### src/rtl/pclk_pkg.sv
package pclk_pkg;
  localparam int CTRL_W = 4;
  localparam int SPEED_W = 2;

  typedef enum logic [SPEED_W-1:0] {
    SPD_SLOW  = 2'b00,
    SPD_MIDA  = 2'b01,
    SPD_MIDB  = 2'b10,
    SPD_FAST  = 2'b11
  } speedSel_e;

  typedef struct packed {
    logic       cpuRun;
    logic       oscOn;
    speedSel_e  speed;
  } clkStrobes_t;
endpackage

### src/rtl/pclk_ctrl.sv
module pclk_ctrl
  import pclk_pkg::*;
(
  input  logic              clk,
  input  logic              rstN,
  input  logic              wrEn,
  input  logic [CTRL_W-1:0] wrData,
  input  logic              haltReq,
  input  logic              stopReq,
  input  logic              intRelease,
  input  logic              settleRelease,
  output logic [CTRL_W-1:0] ctrlQ,
  output clkStrobes_t       strobes
);
  logic haltQ, stopQ, waitQ;
  logic idle, takeHalt, takeStop, wake, standbyEdge;
  logic [CTRL_W-1:0] ctrlNext;

  assign idle        = !haltQ && !stopQ && !waitQ;
  assign takeStop    = idle && stopReq;
  assign takeHalt    = idle && haltReq && !stopReq;
  assign wake        = intRelease && (haltQ || stopQ);
  assign standbyEdge = takeStop || takeHalt || wake;

  always_comb begin
    ctrlNext = ctrlQ;
    if (wrEn) ctrlNext = wrData;
    if (standbyEdge) ctrlNext[CTRL_W-1:SPEED_W] = '0;
  end

  always_ff @(posedge clk or negedge rstN) begin
    if (!rstN) begin
      ctrlQ <= '0;
      haltQ <= 1'b0;
      stopQ <= 1'b0;
      waitQ <= 1'b0;
    end else begin
      ctrlQ <= ctrlNext;
      if (takeHalt)  haltQ <= 1'b1;
      else if (wake) haltQ <= 1'b0;
      if (takeStop)  stopQ <= 1'b1;
      else if (wake) stopQ <= 1'b0;
      if (takeStop)  waitQ <= 1'b1;
      else if (settleRelease && waitQ && !stopQ) waitQ <= 1'b0;
    end
  end

  assign strobes.cpuRun = idle;
  assign strobes.oscOn  = !stopQ;
  assign strobes.speed  = speedSel_e'(ctrlQ[SPEED_W-1:0]);


  stop_osc_off_chk: assert property (@(posedge clk) disable iff (!rstN)
    (stopReq && idle) |=> !strobes.oscOn);

  osc_stays_off_chk: assert property (@(posedge clk) disable iff (!rstN)
    (!strobes.oscOn && !intRelease) |=> !strobes.oscOn);

  upper_clear_chk: assert property (@(posedge clk) disable iff (!rstN)
    (haltReq && idle) |=> (ctrlQ[CTRL_W-1:SPEED_W] == '0));

  early_settle_chk: assert property (@(posedge clk) disable iff (!rstN)
    (stopQ && settleRelease) |=> waitQ);
endmodule

### src/rtl/pclk_datapath.sv
module pclk_datapath
  import pclk_pkg::*;
#(
  parameter int DIV_FAST = 4,
  parameter int DIV_MID  = 8,
  parameter int DIV_SLOW = 64
) (
  input  logic        clk,
  input  logic        rstN,
  input  clkStrobes_t strobes,
  output logic        cpuCycleEn,
  output logic        periphClkEn
);
  localparam int CNT_W = $clog2(DIV_SLOW);

  logic [CNT_W-1:0] cnt;
  logic [CNT_W-1:0] reloadVal;

  always_comb begin
    case (strobes.speed)
      SPD_SLOW: reloadVal = CNT_W'(DIV_SLOW - 1);
      SPD_FAST: reloadVal = CNT_W'(DIV_FAST - 1);
      default:  reloadVal = CNT_W'(DIV_MID - 1);
    endcase
  end

  always_ff @(posedge clk or negedge rstN) begin
    if (!rstN) begin
      cnt <= CNT_W'(DIV_SLOW - 1);
    end else if (!strobes.cpuRun || cnt == '0) begin
      cnt <= reloadVal;
    end else begin
      cnt <= cnt - CNT_W'(1);
    end
  end

  always_ff @(posedge clk or negedge rstN) begin
    if (!rstN) periphClkEn <= 1'b0;
    else if (strobes.oscOn) periphClkEn <= !periphClkEn;
  end

  assign cpuCycleEn = strobes.cpuRun && (cnt == '0);


  pulse_width_chk: assert property (@(posedge clk) disable iff (!rstN)
    cpuCycleEn |=> !cpuCycleEn);

  count_step_chk: assert property (@(posedge clk) disable iff (!rstN)
    (strobes.cpuRun && cnt != '0) |=> (cnt == $past(cnt) - CNT_W'(1)));

  periph_toggle_chk: assert property (@(posedge clk) disable iff (!rstN)
    strobes.oscOn |=> (periphClkEn != $past(periphClkEn)));

  periph_frozen_chk: assert property (@(posedge clk) disable iff (!rstN)
    !strobes.oscOn |=> $stable(periphClkEn));
endmodule

### src/rtl/pclk_standby_ctrl.sv
module pclk_standby_ctrl
  import pclk_pkg::*;
#(
  parameter int DIV_FAST = 4,
  parameter int DIV_MID  = 8,
  parameter int DIV_SLOW = 64
) (
  input  logic              clk,
  input  logic              rstN,
  input  logic              regWrEn,
  input  logic [CTRL_W-1:0] regWrData,
  output logic [CTRL_W-1:0] regRdData,
  input  logic              haltReq,
  input  logic              stopReq,
  input  logic              intRelease,
  input  logic              settleRelease,
  output logic              cpuCycleEn,
  output logic              periphClkEn,
  output logic              oscEnable
);
  clkStrobes_t strobes;

  pclk_ctrl u_ctrl (
    .clk           (clk),
    .rstN          (rstN),
    .wrEn          (regWrEn),
    .wrData        (regWrData),
    .haltReq       (haltReq),
    .stopReq       (stopReq),
    .intRelease    (intRelease),
    .settleRelease (settleRelease),
    .ctrlQ         (regRdData),
    .strobes       (strobes)
  );

  pclk_datapath #(
    .DIV_FAST (DIV_FAST),
    .DIV_MID  (DIV_MID),
    .DIV_SLOW (DIV_SLOW)
  ) u_dp (
    .clk         (clk),
    .rstN        (rstN),
    .strobes     (strobes),
    .cpuCycleEn  (cpuCycleEn),
    .periphClkEn (periphClkEn)
  );

  assign oscEnable = strobes.oscOn;
endmodule

### config.mk
export PLATFORM = sky130hd
export DESIGN_NAME = pclk_standby_ctrl
export DESIGN_NICKNAME = d
export VERILOG_FILES = /design/src/rtl/pclk_pkg.sv /design/src/rtl/pclk_ctrl.sv /design/src/rtl/pclk_datapath.sv /design/src/rtl/pclk_standby_ctrl.sv
export SDC_FILE = /design/constraint.sdc
export NUM_CORES = 1
export LEC_CHECK = 0
export CORE_ASPECT_RATIO = 1.2
export CORE_MARGIN = 2
export CORE_UTILIZATION = 30
export CTS_BUF_LIST = sky130_fd_sc_hd__clkbuf_8 sky130_fd_sc_hd__clkbuf_16
export CTS_CLUSTER_DIAMETER = 40
export CTS_CLUSTER_SIZE = 12
export DETAILED_ROUTE_END_ITERATION = 8
export PLACE_DENSITY = 0.6
export SYNTH_ARGS = -nofsm -noshare
export SYNTH_HDL_FRONTEND = slang
export SYNTH_SLANG_ARGS = --single-unit
### constraint.sdc
create_clock -name clk -period 1.69 [get_ports clk]
set_clock_uncertainty 0.05 [all_clocks]
set_input_delay 0.4225 -clock clk [delete_from_list [all_inputs] [get_ports clk]]
set_output_delay 0.4225 -clock clk [all_outputs]
set_load 0.01 [all_outputs]
* Word-level counts from Yosys, hierarchy flattened
Cells that the tools add are included.
** Storage, ports and cells
- Bits in registers :: 14
- Input port bits :: 11
- Word-level logic and storage cells :: 43
** Operators by class
- Add/subtract/negate cells :: 1
- Equality and inequality tests :: 1
- Mux-type cells :: 9
- Reductions and logical operators :: 25
** Operators with widths (count)
- case mux 6 bit (2 select lines) :: 1
- logical AND 1 bit :: 9
- nonzero test 2 bit :: 4
- logical NOT 1 bit :: 6
- logical NOT 6 bit :: 1
- two-way mux 6 bit :: 1
- subtractor 6 x 1 -> 6 bit, second input constant :: 1
- two-way mux 1 bit :: 5
- logical OR 1 bit :: 4
- two-way mux 4 bit :: 1
- equality test 2 bit, second input constant :: 1
- logical NOT 2 bit :: 1
- two-way mux 2 bit :: 1

* Depth between registers and ports, before layout
- Word-level depth :: 8
- Depth in mapped cells :: 5

* Modules after synthesis
From an unflattened synthesis, not the netlist that was laid out.
** Second synthesis, totals
- Cells, all modules :: 61
- Area total of the unflattened synthesis :: 728.2 um^2
** By module, submodules not included
- pclk_datapath :: times used 1, cells each 34, area an instance 391.6 um^2, seq. area each 182.7 um^2
- pclk_ctrl :: times used 1, cells each 27, area an instance 336.6 um^2, seq. area each 175.2 um^2

* Worst setup path before layout
No wires, ideal clock.
- Kind :: register to output
- From :: reg u_dp.cnt[0]
- To :: out cpuCycleEn
- Arrival time :: 1.138 ns
- Required time :: 1.217 ns
- Path slack :: 0.080 ns
- Cell stages (with the launch flop) :: 5
- Path buffers :: 0
- Path through :: dfstp_2 > inv_1 > ha_1 > nor2b_1 > and3_1
** On the way
- Word-level cells in the longest chain between the ends :: 2
** Ends and longest elaborated chain
- start: declaration :: RTL line pclk_datapath.sv:16 : logic [CNT_W-1:0] cnt;
- start signal: assignment :: RTL line pclk_datapath.sv:29 : cnt <= CNT_W'(DIV_SLOW - 1);
- start signal: assignment :: RTL line pclk_datapath.sv:31 : cnt <= reloadVal;
- start signal: assignment :: RTL line pclk_datapath.sv:33 : cnt <= cnt - CNT_W'(1);
- logical NOT 6 bit :: RTL line pclk_datapath.sv:42 : assign cpuCycleEn = strobes.cpuRun && (cnt == '0);
- logical AND 1 bit :: RTL line pclk_datapath.sv:42
- end: declaration :: RTL line pclk_standby_ctrl.sv:17 : output logic cpuCycleEn,
Every way passes these cells.

* Worst setup path in the final report
Same ends and word-level chain as after synthesis.

==> results.md <==
- Tmin final: 1.85 ns
- Hold bufs inserted after CTS: 0
- Clock buffer count from CTS: 3
- Largest family of logic cells by synthesized area: simple AND/OR/NAND/NOR gates
- Post-synthesis mux area share: 11.2%
- Initial antenna violation count: 0
- Overflow after GRT: 0
- Maxcap violations: 0
- Core Rows: 19
- Crit end category: output port
- Reg2reg end: u_dp.cnt[2]
- Post-synthesis simple-gate area fraction: between 10% and 20%
- Adder-cell share of the synthesized area: under 10%
- Failing checks: negative setup slack
- Final std cells w/o fill: 129
- Synth Net Count: 73
- Commonest non-fill, non-tap cell in the layout: buf_4
- Routed Antenna Nets: 0
- # DRC: 0
- R2R depth: 6
- Met2 wire length: 785 um
- Final setup viols: 1
- Synthesized flop and latch total: 14
- I/O pin total: 18
- Period utilization: 109%
- Port Buffers: 17
- Core ar.: 2230 um2
- Element type at the critical path start: flop
- Root Buffer Master: clkbuf_8
- Die footprint: around 2700 um2
- Final hold violations: 0
- Sequential share of the synthesized area: 51.7%
- Synth Area in XOR/XNOR: 5.06%
- Worst EP required: 1.22 ns
- Number of diodes: 0
- WL met3: 44 um
- Worst-Margin Slew: 0.433 ns
- Vias per inst: 4.34
- Worst vdd ir: 0.828 mV
- Cells after Synth: 60
- DR iter-0 viols: 10
- GRT Total Usage: 12.8%
- Compound-cell area share of the yosys netlist: 11.2%
- Post-Syn Area: ~690 um2
- Slew Limit Fails: 0
- Min-Delay Path Depth: 1
- Min-Delay Startpoint: u_dp.periphClkEn
- Reg2reg start: u_dp.cnt[0]
- Layout cell share with drive strength beyond 1: 39.8%
- Setup ws final: -0.158 ns
- Clock slew at reported path FFs: about 0.060 ns
- Worst Hold Path EP: u_dp.periphClkEn
- Worst hold path type: reg2reg
- Most frequent cells in the layout: buf_4 (16), clkdlybuf4s50_1 (14), dfrtp_1 (8)
- DR vias: 560
- CTS Buffer Depth: 2
- Global-route wire length before repair: 2460 um
- GP Congestion: 0.799
- Mean Syn Cell Area: 11.5 um2
- Maximum clock rate: 541 MHz
- Chip width: roughly 48 um
- Yosys warnings: 0
- HPWL after detailed placement: about 1200 um
- Initial Util: 31.0%
- WL met1: 589 um
- Nets@finish: 112
- Highest routed metal layer: met4
- Crit path DAT: 1.38 ns
- # fillers: approximately 230
- Pwr/cell area: roughly 1600 nW/um2
- Worst R2R Setup Slack: 0.11 ns
- 1st-pass router iterations: 4
- Routed WL: 1430 um
- Pleak: 0.494 nW
- H-tree depth: 1
- Largest net degree at the start of global routing: 15
- Unrepaired setup endpoints after global routing: yes
- CTS tree: yes
- Critical path fanouts, max: 2
- CTS Sinks: 14
- DP Cell Count: 123
- Critical path class: reg2out
- Synth unique cells: 26
- Status: finished, violations left
- Post-DR wirelength/cell: 11.1 um
- Headroom to the max-slew limit: 70.7%
- DIE HEIGHT: 56.6 um
- Clk Latency, worst-skew pair: approximately 0.24 ns
- Number of global-route vias before repair: between 600 and 700
- Layout Utilization: 49.4%
- Area grow syn2layout: 59.7%
## repair_timing
item                       4_1_cts  5_1_grt
gates resized for setup         11        3
pin swaps                        1        2
setup buffers                    0        3
setup endpoints to repair        5        5
## Yosys cell counts, drive strengths merged
| master | n | area share, % |
|---|---|---|
| o21bai | 1 | 1.1 |
| and3 | 2 | 1.8 |
| o21ai | 3 | 2.2 |
| o32ai | 1 | 1.3 |
| dfstp | 6 | 23 |
| nor3 | 3 | 2.9 |
| nor2b | 1 | 0.90 |
| a211o | 1 | 1.3 |
| xnor2 | 3 | 3.8 |
| xor2 | 1 | 1.3 |
| mux2i | 4 | 5.8 |
| a21oi | 1 | 2.4 |
| nor2 | 4 | 2.2 |
| ha | 2 | 3.6 |
| mux2 | 3 | 5.4 |
| or2 | 1 | 0.90 |
| nor3b | 1 | 1.1 |
| inv | 5 | 2.7 |
| o41ai | 1 | 1.3 |
| nand4 | 1 | 0.90 |
| dfrtp | 8 | 29 |
| nand2 | 4 | 2.2 |
| or3 | 1 | 1.6 |
| a31oi | 2 | 1.8 |
## area by class of cell
| cell class | count | area [um2] | area share, % |
|---|---|---|---|
| multi-input combinational | 41 | 335 | 30.4 |
| timing repair buffer | 34 | 299 | 27.1 |
| inverter | 5 | 18.8 | 1.70 |
| sequential | 14 | 358 | 32.4 |
| clock buffer | 4 | 55.1 | 4.98 |
| tap | 31 | 38.8 | 3.51 |
## per-layer routing
layer | track usage, % | vias up
li1 | - | 288
met1 | 14.4 | 263
met2 | 21.7 | 7
met3 | 2.89 | 2
met4 | 5.79 | 0
met5 | 0 | -
## state kept, by name (all words and copies together) (netlist names)
signal and cells:
u_ctrl.ctrlQ 4, u_ctrl.waitQ 1, u_dp.cnt 6, u_ctrl.stopQ 1, u_dp.periphClkEn 1, u_ctrl.haltQ 1
## report_power, final
part	internal [mW]	switching, mW	total, mW	leakage, nW
Combinational	0.502	0.359	0.861	0.304
Sequential	0.516	0.0954	0.611	0.162
Clock	0.206	0.116	0.322	0.0288
## metrics by stage
stage / power [mW] / setup TNS, ns / area, um2 / hold WS (ns) / setup WS, ns
after floorplan: 0.999 / 0 / 692 / 0.0769 / 0.0796
after global placement: 1.40 / -0.269 / 1010 / 0.408 / -0.269
after detailed placement: 1.42 / -0.338 / 1010 / 0.412 / -0.315
after CTS: 1.77 / -0.177 / 1080 / 0.428 / -0.177
after global routing: 1.93 / -0.202 / 1100 / 0.433 / -0.202
final: 1.79 / -0.158 / 1100 / 0.424 / -0.158
## worst max-delay path by stage
stage,startpoint,to,slack [ns]
2_1_floorplan,u_dp.cnt[0],cpuCycleEn,0.08
3_3_place_gp,u_dp.cnt[0],cpuCycleEn,-0.27
3_5_place_dp,u_dp.cnt[0],cpuCycleEn,-0.31
4_1_cts,u_dp.cnt[1],cpuCycleEn,-0.18
5_1_grt,u_dp.cnt[1],cpuCycleEn,-0.20
6_report,u_dp.cnt[0],cpuCycleEn,-0.16
## worst max-delay path, cell delays in order, from the launching register on
cell,delay (ns)
dfstp_2,0.53
inv_2,0.05
ha_4,0.15
nor2b_4,0.12
and3_1,0.15
buf_2,0.13
## logic make-up after synthesis
logic type	count (synthesis)
compound gates	10
xor+xnor	4
fa+ha+maj	2
buf+inv	5
flops	14
mux	7
simple gates	18
Note: power is estimated with default switching activity, not from simulation.
